File: src/rtl/tfr_pkg.sv
package tfr_pkg;
  typedef enum logic [1:0] {
    SQ_WAIT_PG = 2'd0,
    SQ_PULSE   = 2'd1,
    SQ_RUN     = 2'd2
  } seq_state_t;
endpackage

File: src/rtl/tfr_sync_ctrl.sv
module tfr_sync_ctrl #(
  parameter int SYNC_LOW      = 4,
  parameter int BLANK_PERIODS = 129,
  parameter int PERIOD_LS     = 2560,
  parameter int PERIOD_HR     = 512
) (
  input  logic clk,
  input  logic rst_n,
  input  logic pwr_good,
  input  logic drdy_n,
  input  logic mode,
  output logic sync_n,
  output logic rd_evt,
  output logic timeout
);
  import tfr_pkg::*;

  localparam int LIM_LS = PERIOD_LS + PERIOD_LS / 2;
  localparam int LIM_HR = PERIOD_HR + PERIOD_HR / 2;
  localparam int TO_W   = $clog2(LIM_LS + 2);
  localparam int BL_W   = $clog2(BLANK_PERIODS + 1);
  localparam int SL_W   = $clog2(SYNC_LOW + 1);

  seq_state_t      st_q, st_d;
  logic [1:0]      pg_s;
  logic [2:0]      dr_s;
  logic [SL_W-1:0] pcnt_q, pcnt_d;
  logic [BL_W-1:0] bcnt_q, bcnt_d;
  logic [TO_W-1:0] tcnt_q, tcnt_d;
  logic            to_q, to_d;
  logic            fall;
  logic [TO_W-1:0] lim;

  assign fall = dr_s[2] & ~dr_s[1];
  assign lim  = mode ? TO_W'(LIM_HR) : TO_W'(LIM_LS);

  always_comb begin
    st_d   = st_q;
    pcnt_d = pcnt_q;
    bcnt_d = bcnt_q;
    tcnt_d = tcnt_q;
    to_d   = to_q;
    rd_evt = 1'b0;
    case (st_q)
      SQ_WAIT_PG: if (pg_s[1]) begin
        st_d   = SQ_PULSE;
        pcnt_d = '0;
      end
      SQ_PULSE: begin
        pcnt_d = pcnt_q + 1'b1;
        if (pcnt_q == SL_W'(SYNC_LOW - 1)) begin
          st_d   = SQ_RUN;
          tcnt_d = '0;
          bcnt_d = '0;
        end
      end
      default: begin
        if (fall) begin
          tcnt_d = '0;
          if (bcnt_q < BL_W'(BLANK_PERIODS)) bcnt_d = bcnt_q + 1'b1;
          else rd_evt = 1'b1;
        end else if (tcnt_q <= lim) begin
          tcnt_d = tcnt_q + 1'b1;
        end
        if (!fall && tcnt_q > lim) to_d = 1'b1;
      end
    endcase
  end

  always_ff @(posedge clk or negedge rst_n) begin
    if (!rst_n) begin
      st_q   <= SQ_WAIT_PG;
      pg_s   <= '0;
      dr_s   <= '1;
      pcnt_q <= '0;
      bcnt_q <= '0;
      tcnt_q <= '0;
      to_q   <= 1'b0;
    end else begin
      st_q   <= st_d;
      pg_s   <= {pg_s[0], pwr_good};
      dr_s   <= {dr_s[1:0], drdy_n};
      pcnt_q <= pcnt_d;
      bcnt_q <= bcnt_d;
      tcnt_q <= tcnt_d;
      to_q   <= to_d;
    end
  end

  assign sync_n  = (st_q != SQ_PULSE);
  assign timeout = to_q;
endmodule

File: src/rtl/tfr_shifter.sv
module tfr_shifter #(
  parameter int FRAME_W = 192
) (
  input  logic               clk,
  input  logic               rst_n,
  input  logic               rd_evt,
  input  logic [1:0]         div_sel,
  input  logic               dout,
  output logic               sclk,
  output logic               busy,
  output logic               done,
  output logic               overrun,
  output logic [FRAME_W-1:0] frame
);
  localparam int BC_W = $clog2(FRAME_W);

  logic               busy_d, sclk_d, done_d, ovr_d;
  logic [3:0]         hcnt_q, hcnt_d, half_m1;
  logic [1:0]         div_q, div_d;
  logic [BC_W-1:0]    bcnt_q, bcnt_d;
  logic [FRAME_W-1:0] sh_q, sh_d;
  logic               busy_q, sclk_q, done_q, ovr_q;

  assign half_m1 = (4'd1 << div_q) - 4'd1;

  always_comb begin
    busy_d = busy_q;
    sclk_d = sclk_q;
    hcnt_d = hcnt_q;
    bcnt_d = bcnt_q;
    div_d  = div_q;
    sh_d   = sh_q;
    done_d = 1'b0;
    ovr_d  = ovr_q | (rd_evt & busy_q);
    if (!busy_q) begin
      sclk_d = 1'b0;
      if (rd_evt) begin
        busy_d = 1'b1;
        hcnt_d = '0;
        bcnt_d = '0;
        div_d  = div_sel;
      end
    end else if (hcnt_q == half_m1) begin
      hcnt_d = '0;
      sclk_d = ~sclk_q;
      if (sclk_q) begin
        sh_d = {sh_q[FRAME_W-2:0], dout};
        if (bcnt_q == BC_W'(FRAME_W - 1)) begin
          busy_d = 1'b0;
          done_d = 1'b1;
        end else begin
          bcnt_d = bcnt_q + 1'b1;
        end
      end
    end else begin
      hcnt_d = hcnt_q + 1'b1;
    end
  end

  always_ff @(posedge clk or negedge rst_n) begin
    if (!rst_n) begin
      busy_q <= 1'b0;
      sclk_q <= 1'b0;
      done_q <= 1'b0;
      ovr_q  <= 1'b0;
      hcnt_q <= '0;
      bcnt_q <= '0;
      div_q  <= '0;
      sh_q   <= '0;
    end else begin
      busy_q <= busy_d;
      sclk_q <= sclk_d;
      done_q <= done_d;
      ovr_q  <= ovr_d;
      hcnt_q <= hcnt_d;
      bcnt_q <= bcnt_d;
      div_q  <= div_d;
      sh_q   <= sh_d;
    end
  end

  assign sclk    = sclk_q;
  assign busy    = busy_q;
  assign done    = done_q;
  assign overrun = ovr_q;
  assign frame   = sh_q;
endmodule

File: src/rtl/tfr_out_stage.sv
module tfr_out_stage #(
  parameter int CHANS  = 8,
  parameter int WORD_W = 24,
  parameter int LOST_W = 8
) (
  input  logic                    clk,
  input  logic                    rst_n,
  input  logic                    done,
  input  logic [CHANS*WORD_W-1:0] frame,
  input  logic                    out_ready,
  output logic                    out_valid,
  output logic [CHANS*WORD_W-1:0] out_words,
  output logic [LOST_W-1:0]       lost_count
);
  localparam int FW = CHANS * WORD_W;

  logic [FW-1:0]     unpacked, words_q, words_d;
  logic              val_q, val_d;
  logic [LOST_W-1:0] lost_q, lost_d;

  for (genvar k = 0; k < CHANS; k++) begin : g_unpack
    assign unpacked[k*WORD_W +: WORD_W] = frame[FW-1-k*WORD_W -: WORD_W];
  end

  always_comb begin
    words_d = words_q;
    val_d   = val_q;
    lost_d  = lost_q;
    if (done && (!val_q || out_ready)) begin
      words_d = unpacked;
      val_d   = 1'b1;
    end else if (done) begin
      if (lost_q != '1) lost_d = lost_q + 1'b1;
    end else if (out_ready) begin
      val_d = 1'b0;
    end
  end

  always_ff @(posedge clk or negedge rst_n) begin
    if (!rst_n) begin
      words_q <= '0;
      val_q   <= 1'b0;
      lost_q  <= '0;
    end else begin
      words_q <= words_d;
      val_q   <= val_d;
      lost_q  <= lost_d;
    end
  end

  assign out_valid  = val_q;
  assign out_words  = words_q;
  assign lost_count = lost_q;
endmodule

File: src/rtl/tfr_frame_reader.sv
module tfr_frame_reader #(
  parameter int DEVS          = 2,
  parameter int CH_PER_DEV    = 4,
  parameter int WORD_W        = 24,
  parameter int LOST_W        = 8,
  parameter int SYNC_LOW      = 4,
  parameter int BLANK_PERIODS = 129,
  parameter int PERIOD_LS     = 2560,
  parameter int PERIOD_HR     = 512,
  localparam int CHANS        = DEVS * CH_PER_DEV,
  localparam int FRAME_W      = CHANS * WORD_W
) (
  input  logic               clk,
  input  logic               rst_n,
  input  logic               pwr_good,
  input  logic               mode,
  input  logic [1:0]         div_sel,
  input  logic               drdy_n,
  input  logic               dout,
  output logic               sync_n,
  output logic               sclk,
  output logic               out_valid,
  input  logic               out_ready,
  output logic [FRAME_W-1:0] out_words,
  output logic               overrun,
  output logic               timeout,
  output logic [LOST_W-1:0]  lost_count
);
  logic               rd_evt, shift_busy, shift_done;
  logic [FRAME_W-1:0] frame;

  tfr_sync_ctrl #(
    .SYNC_LOW(SYNC_LOW), .BLANK_PERIODS(BLANK_PERIODS),
    .PERIOD_LS(PERIOD_LS), .PERIOD_HR(PERIOD_HR)
  ) u_seq (
    .clk(clk), .rst_n(rst_n), .pwr_good(pwr_good), .drdy_n(drdy_n),
    .mode(mode), .sync_n(sync_n), .rd_evt(rd_evt), .timeout(timeout)
  );

  tfr_shifter #(.FRAME_W(FRAME_W)) u_shift (
    .clk(clk), .rst_n(rst_n), .rd_evt(rd_evt), .div_sel(div_sel),
    .dout(dout), .sclk(sclk), .busy(shift_busy), .done(shift_done),
    .overrun(overrun), .frame(frame)
  );

  tfr_out_stage #(.CHANS(CHANS), .WORD_W(WORD_W), .LOST_W(LOST_W)) u_out (
    .clk(clk), .rst_n(rst_n), .done(shift_done), .frame(frame),
    .out_ready(out_ready), .out_valid(out_valid), .out_words(out_words),
    .lost_count(lost_count)
  );
endmodule

File: config.mk
export PLATFORM = sky130hd
export DESIGN_NAME = tfr_frame_reader
export DESIGN_NICKNAME = d
export VERILOG_FILES = /design/src/rtl/tfr_pkg.sv /design/src/rtl/tfr_sync_ctrl.sv /design/src/rtl/tfr_shifter.sv /design/src/rtl/tfr_out_stage.sv /design/src/rtl/tfr_frame_reader.sv
export SDC_FILE = /design/constraint.sdc
export NUM_CORES = 1
export LEC_CHECK = 0
export BUFFER_PORTS_ARGS = -buffer_cell sky130_fd_sc_hd__buf_2
export CORE_AREA = 2 2 278 212
export CTS_CLUSTER_DIAMETER = 50
export CTS_CLUSTER_SIZE = 10
export DETAILED_ROUTE_END_ITERATION = 7
export DIE_AREA = 0 0 280 214
export PLACE_DENSITY = 0.59
export SYNTH_ARGS = -nofsm -noshare
export SYNTH_HDL_FRONTEND = slang
export SYNTH_HIERARCHICAL = 1
export SYNTH_SLANG_ARGS = --single-unit
File: constraint.sdc
create_clock -name clk -period 4 [get_ports clk]
set_input_delay 1 -clock clk [delete_from_list [all_inputs] [get_ports clk]]
set_output_delay 1 -clock clk [all_outputs]
set_load 0.01 [all_outputs]
==> impl_metrics.env <==
export IMPL_p_clk_frac=0.460
export IMPL_grt_pass1_wl_um=64100
export IMPL_nFillCells=5522
export IMPL_drc=0
export IMPL_finalNetCount=1773
export IMPL_setup_ws_ps=1560
export IMPL_internal_power_w=0.00713
export IMPL_cts_sinks=442
export IMPL_synth_distinct_cells=59
export IMPL_cp_arrival_ps=2880
export IMPL_fp_dieW_um=280
export IMPL_cp_end_kind="flip-flop"
export IMPL_initial_core_util=0.308
export IMPL_hold_viol_final=0
export IMPL_worst_skew_pair_late_latency_ps=570
export IMPL_critPathLaunchType="flip-flop"
export IMPL_setup_viol=0
export IMPL_overflow=0
export IMPL_worstPathMaxFanout=14
export IMPL_fmax_mhz=409
export IMPL_diodes=0
export IMPL_yosysSeqAreaShare=0.631
export IMPL_worstPathRequired_ps=4440
export IMPL_p_leak_nw=11.6
export IMPL_maxSlewHeadroom=0.462
export IMPL_hp_class="reg -> reg"
export IMPL_p_comb_frac=0.040
export IMPL_htree_levels=2
export IMPL_synth_edf_count=0
export IMPL_ys_ff_latch=442
export IMPL_gp_congestion=0.757
export IMPL_min_period_over_period=0.611
export IMPL_rsz0062_at_grt="false"
export IMPL_ant_nets=0
export IMPL_yosys_area_top_type="dfrtp_1"
export IMPL_cts_tree="yes"
export IMPL_area_growth_pct=19.1
export IMPL_die_y_um=214
export IMPL_final_common_cell="nand2_1"
export IMPL_max_cap_violations=0
export IMPL_netlist_top_cells_area="dfrtp_1 63%, nand2_1 13%, mux2_2 12%, buf_6 1.3%, buf_2 1.0%"
export IMPL_wl_per_cell_um=15.4
export IMPL_clock_skew_ps=14.0
export IMPL_clkTransAtPathRegs_ps=60
export IMPL_io_pins=214
export IMPL_synth_nets=1550
export IMPL_outcome="finished, final reports clean"
export IMPL_dpl_hpwl_um=24700
export IMPL_cts_made_buffers=54
export IMPL_crit_type="reg -> reg"
export IMPL_core_area_mm2=0.0570
export IMPL_post_cts_setup_buffers=0
export IMPL_synth_main_ff_cell="dfrtp_1"
export IMPL_final_cell_mix="603 x nand2_1, 439 x dfrtp_1, 212 x buf_2, 189 x mux2_2, 55 x clkbuf_16"
export IMPL_rows=76
export IMPL_yosysWarnings=6
export IMPL_grt_pass1_vias=11700
export IMPL_vias_per_cell=4.59
export IMPL_power_frac_seq=0.500
export IMPL_antenna_found_initial=0
export IMPL_p_sw_w=0.00211
export IMPL_root_buffer="clkbuf_16"
export IMPL_swShare=0.228
export IMPL_first_pass_iters=4
export IMPL_grt_use_total=0.130
export IMPL_via_count=11500
export IMPL_cts_path_max_buffers=3
export IMPL_post_route_min_period_ps=2440
export IMPL_final_layout_size_suffix_gt1_frac=0.297
export IMPL_powerDensity_mw_per_mm2=442
export IMPL_grt_max_degree=106
export IMPL_dieArea_mm2=0.0599
export IMPL_worst_slew_pin_slew_ps=807
export IMPL_wl_um=38700
export IMPL_tns_ps=0
export IMPL_io_buffer_count=213
export IMPL_cts_resized=0
export IMPL_peakVddDrop_mv=0.281
export IMPL_hold_buffers=0
export IMPL_syn_instance_count=1530
export IMPL_synth_top_area_frac=0.626
export IMPL_syn_avg_cell_area_um2=11.5
export IMPL_syn_area_mm2=0.0175
export IMPL_place_ws_ps=1070
export IMPL_drtIter0Drc=684
export IMPL_finalMaxSlewViolations=0
export IMPL_synthArstFlopShare=1.00
## per-stage QoR
stage | hold WS [ps] | total power, W | instance area [um2] | util | instances
finish | 348 | 0.00924 | 20900 | 0.367 | 2504
global route | 365 | 0.00967 | 20900 | 0.367 | 2504
CTS | 352 | 0.00941 | 20900 | 0.367 | 2504
detailed placement | 340 | 0.00507 | 19400 | 0.341 | 2438
global placement | 341 | 0.00505 | 19400 | 0.341 | 2438
floorplan | 331 | 0.00489 | 17500 | - | 1530
## state kept, by name, indices dropped and copies added, names as in the netlist
signal	cells
u_shift/busy	1
u_seq/timeout	1
u_out/lost_count	8
u_shift/bcnt_q	8
u_shift/frame	192
u_out/out_words	192
u_shift/hcnt_q	4
u_seq/pg_s	2
u_out/out_valid	1
u_shift/sclk	1
u_seq/pcnt_q	3
u_seq/tcnt_q	12
u_seq/bcnt_q	8
u_seq/st_q	2
u_shift/overrun	1
u_shift/done	1
u_seq/dr_s	3
u_shift/div_q	2
## power groups by stage
stage               clock network (W)  logic, W  registers [W]
global route                  0.00460  0.000436        0.00463
detailed placement                  0  0.000381        0.00469
floorplan                           0  0.000219        0.00468
finish                        0.00425  0.000367        0.00462
global placement                    0  0.000362        0.00469
CTS                           0.00441  0.000381        0.00462
## logic make-up after synthesis
family	count (synthesis)	synth area share
and+or+nand+nor	702	0.161
xor gates and xnor gates	6	0.00300
muxes	199	0.130
buffers and inverters	87	0.0312
AOI/OAI and AO/OA	83	0.0361
adders and majority gates	11	0.00784
DFF	442	0.631
## per-layer routing
| metal | up-vias | wire length [um] | global-route usage |
|---|---|---|---|
| met2 | 191 | 17800 | 0.204 |
| met4 | 0 | 935 | 0.0412 |
| li1 | 5476 | - | - |
| met3 | 65 | 1780 | 0.0293 |
| met5 | - | 0 | 0 |
| met1 | 5759 | 18100 | 0.179 |
## layout make-up
type	instances	area (um2)	share of cell area
inverters	15	56.3	0.00270
clock inverters	9	66.3	0.00317
flip-flops and latches	442	11100	0.530
clock buffers	57	1400	0.0672
repair buffers	239	1420	0.0680
multi-input cells	1001	5950	0.285
well taps	741	927	0.0444
## cells in the mapped netlist (5+ instances only)
master,instances
nand2_1,604
dfrtp_1,439
mux2_2,189
buf_2,36
nor2_1,26
o21ai_0,22
buf_6,21
nand3_1,20
inv_1,15
a21oi_1,12
ha_1,11
clkbuf_1,10
mux2_4,10
nand4_1,8
a21o_1,7
nor3_1,7
o31ai_2,7
a31oi_1,6
nand2b_1,6
buf_4,5
## worst max-delay path: stages, from the launching register on
cell,delay [ps]
dfrtp_1,400
ha_1,200
ha_1,210
and3b_1,290
a211o_1,320
o21ai_2,430
or2_4,330
o21ai_0,120
## path summary, 6_finish.rpt
path                       slack, ps  cells after the start                 to            start
setup / recovery                1560                      7    u_seq/tcnt_q[2]  u_seq/pcnt_q[0]
hold / removal                   350                      0      u_seq/pg_s[1]    u_seq/pg_s[0]
setup reg to reg                1560                      7    u_seq/tcnt_q[2]  u_seq/pcnt_q[0]
hold reg to reg                  350                      0      u_seq/pg_s[1]    u_seq/pg_s[0]
max in group asynchronous       2530                      3  u_shift/frame[17]            rst_n
min in group asynchronous        400                      1  u_shift/frame[42]            rst_n
Power figures use the tool's default switching activity.
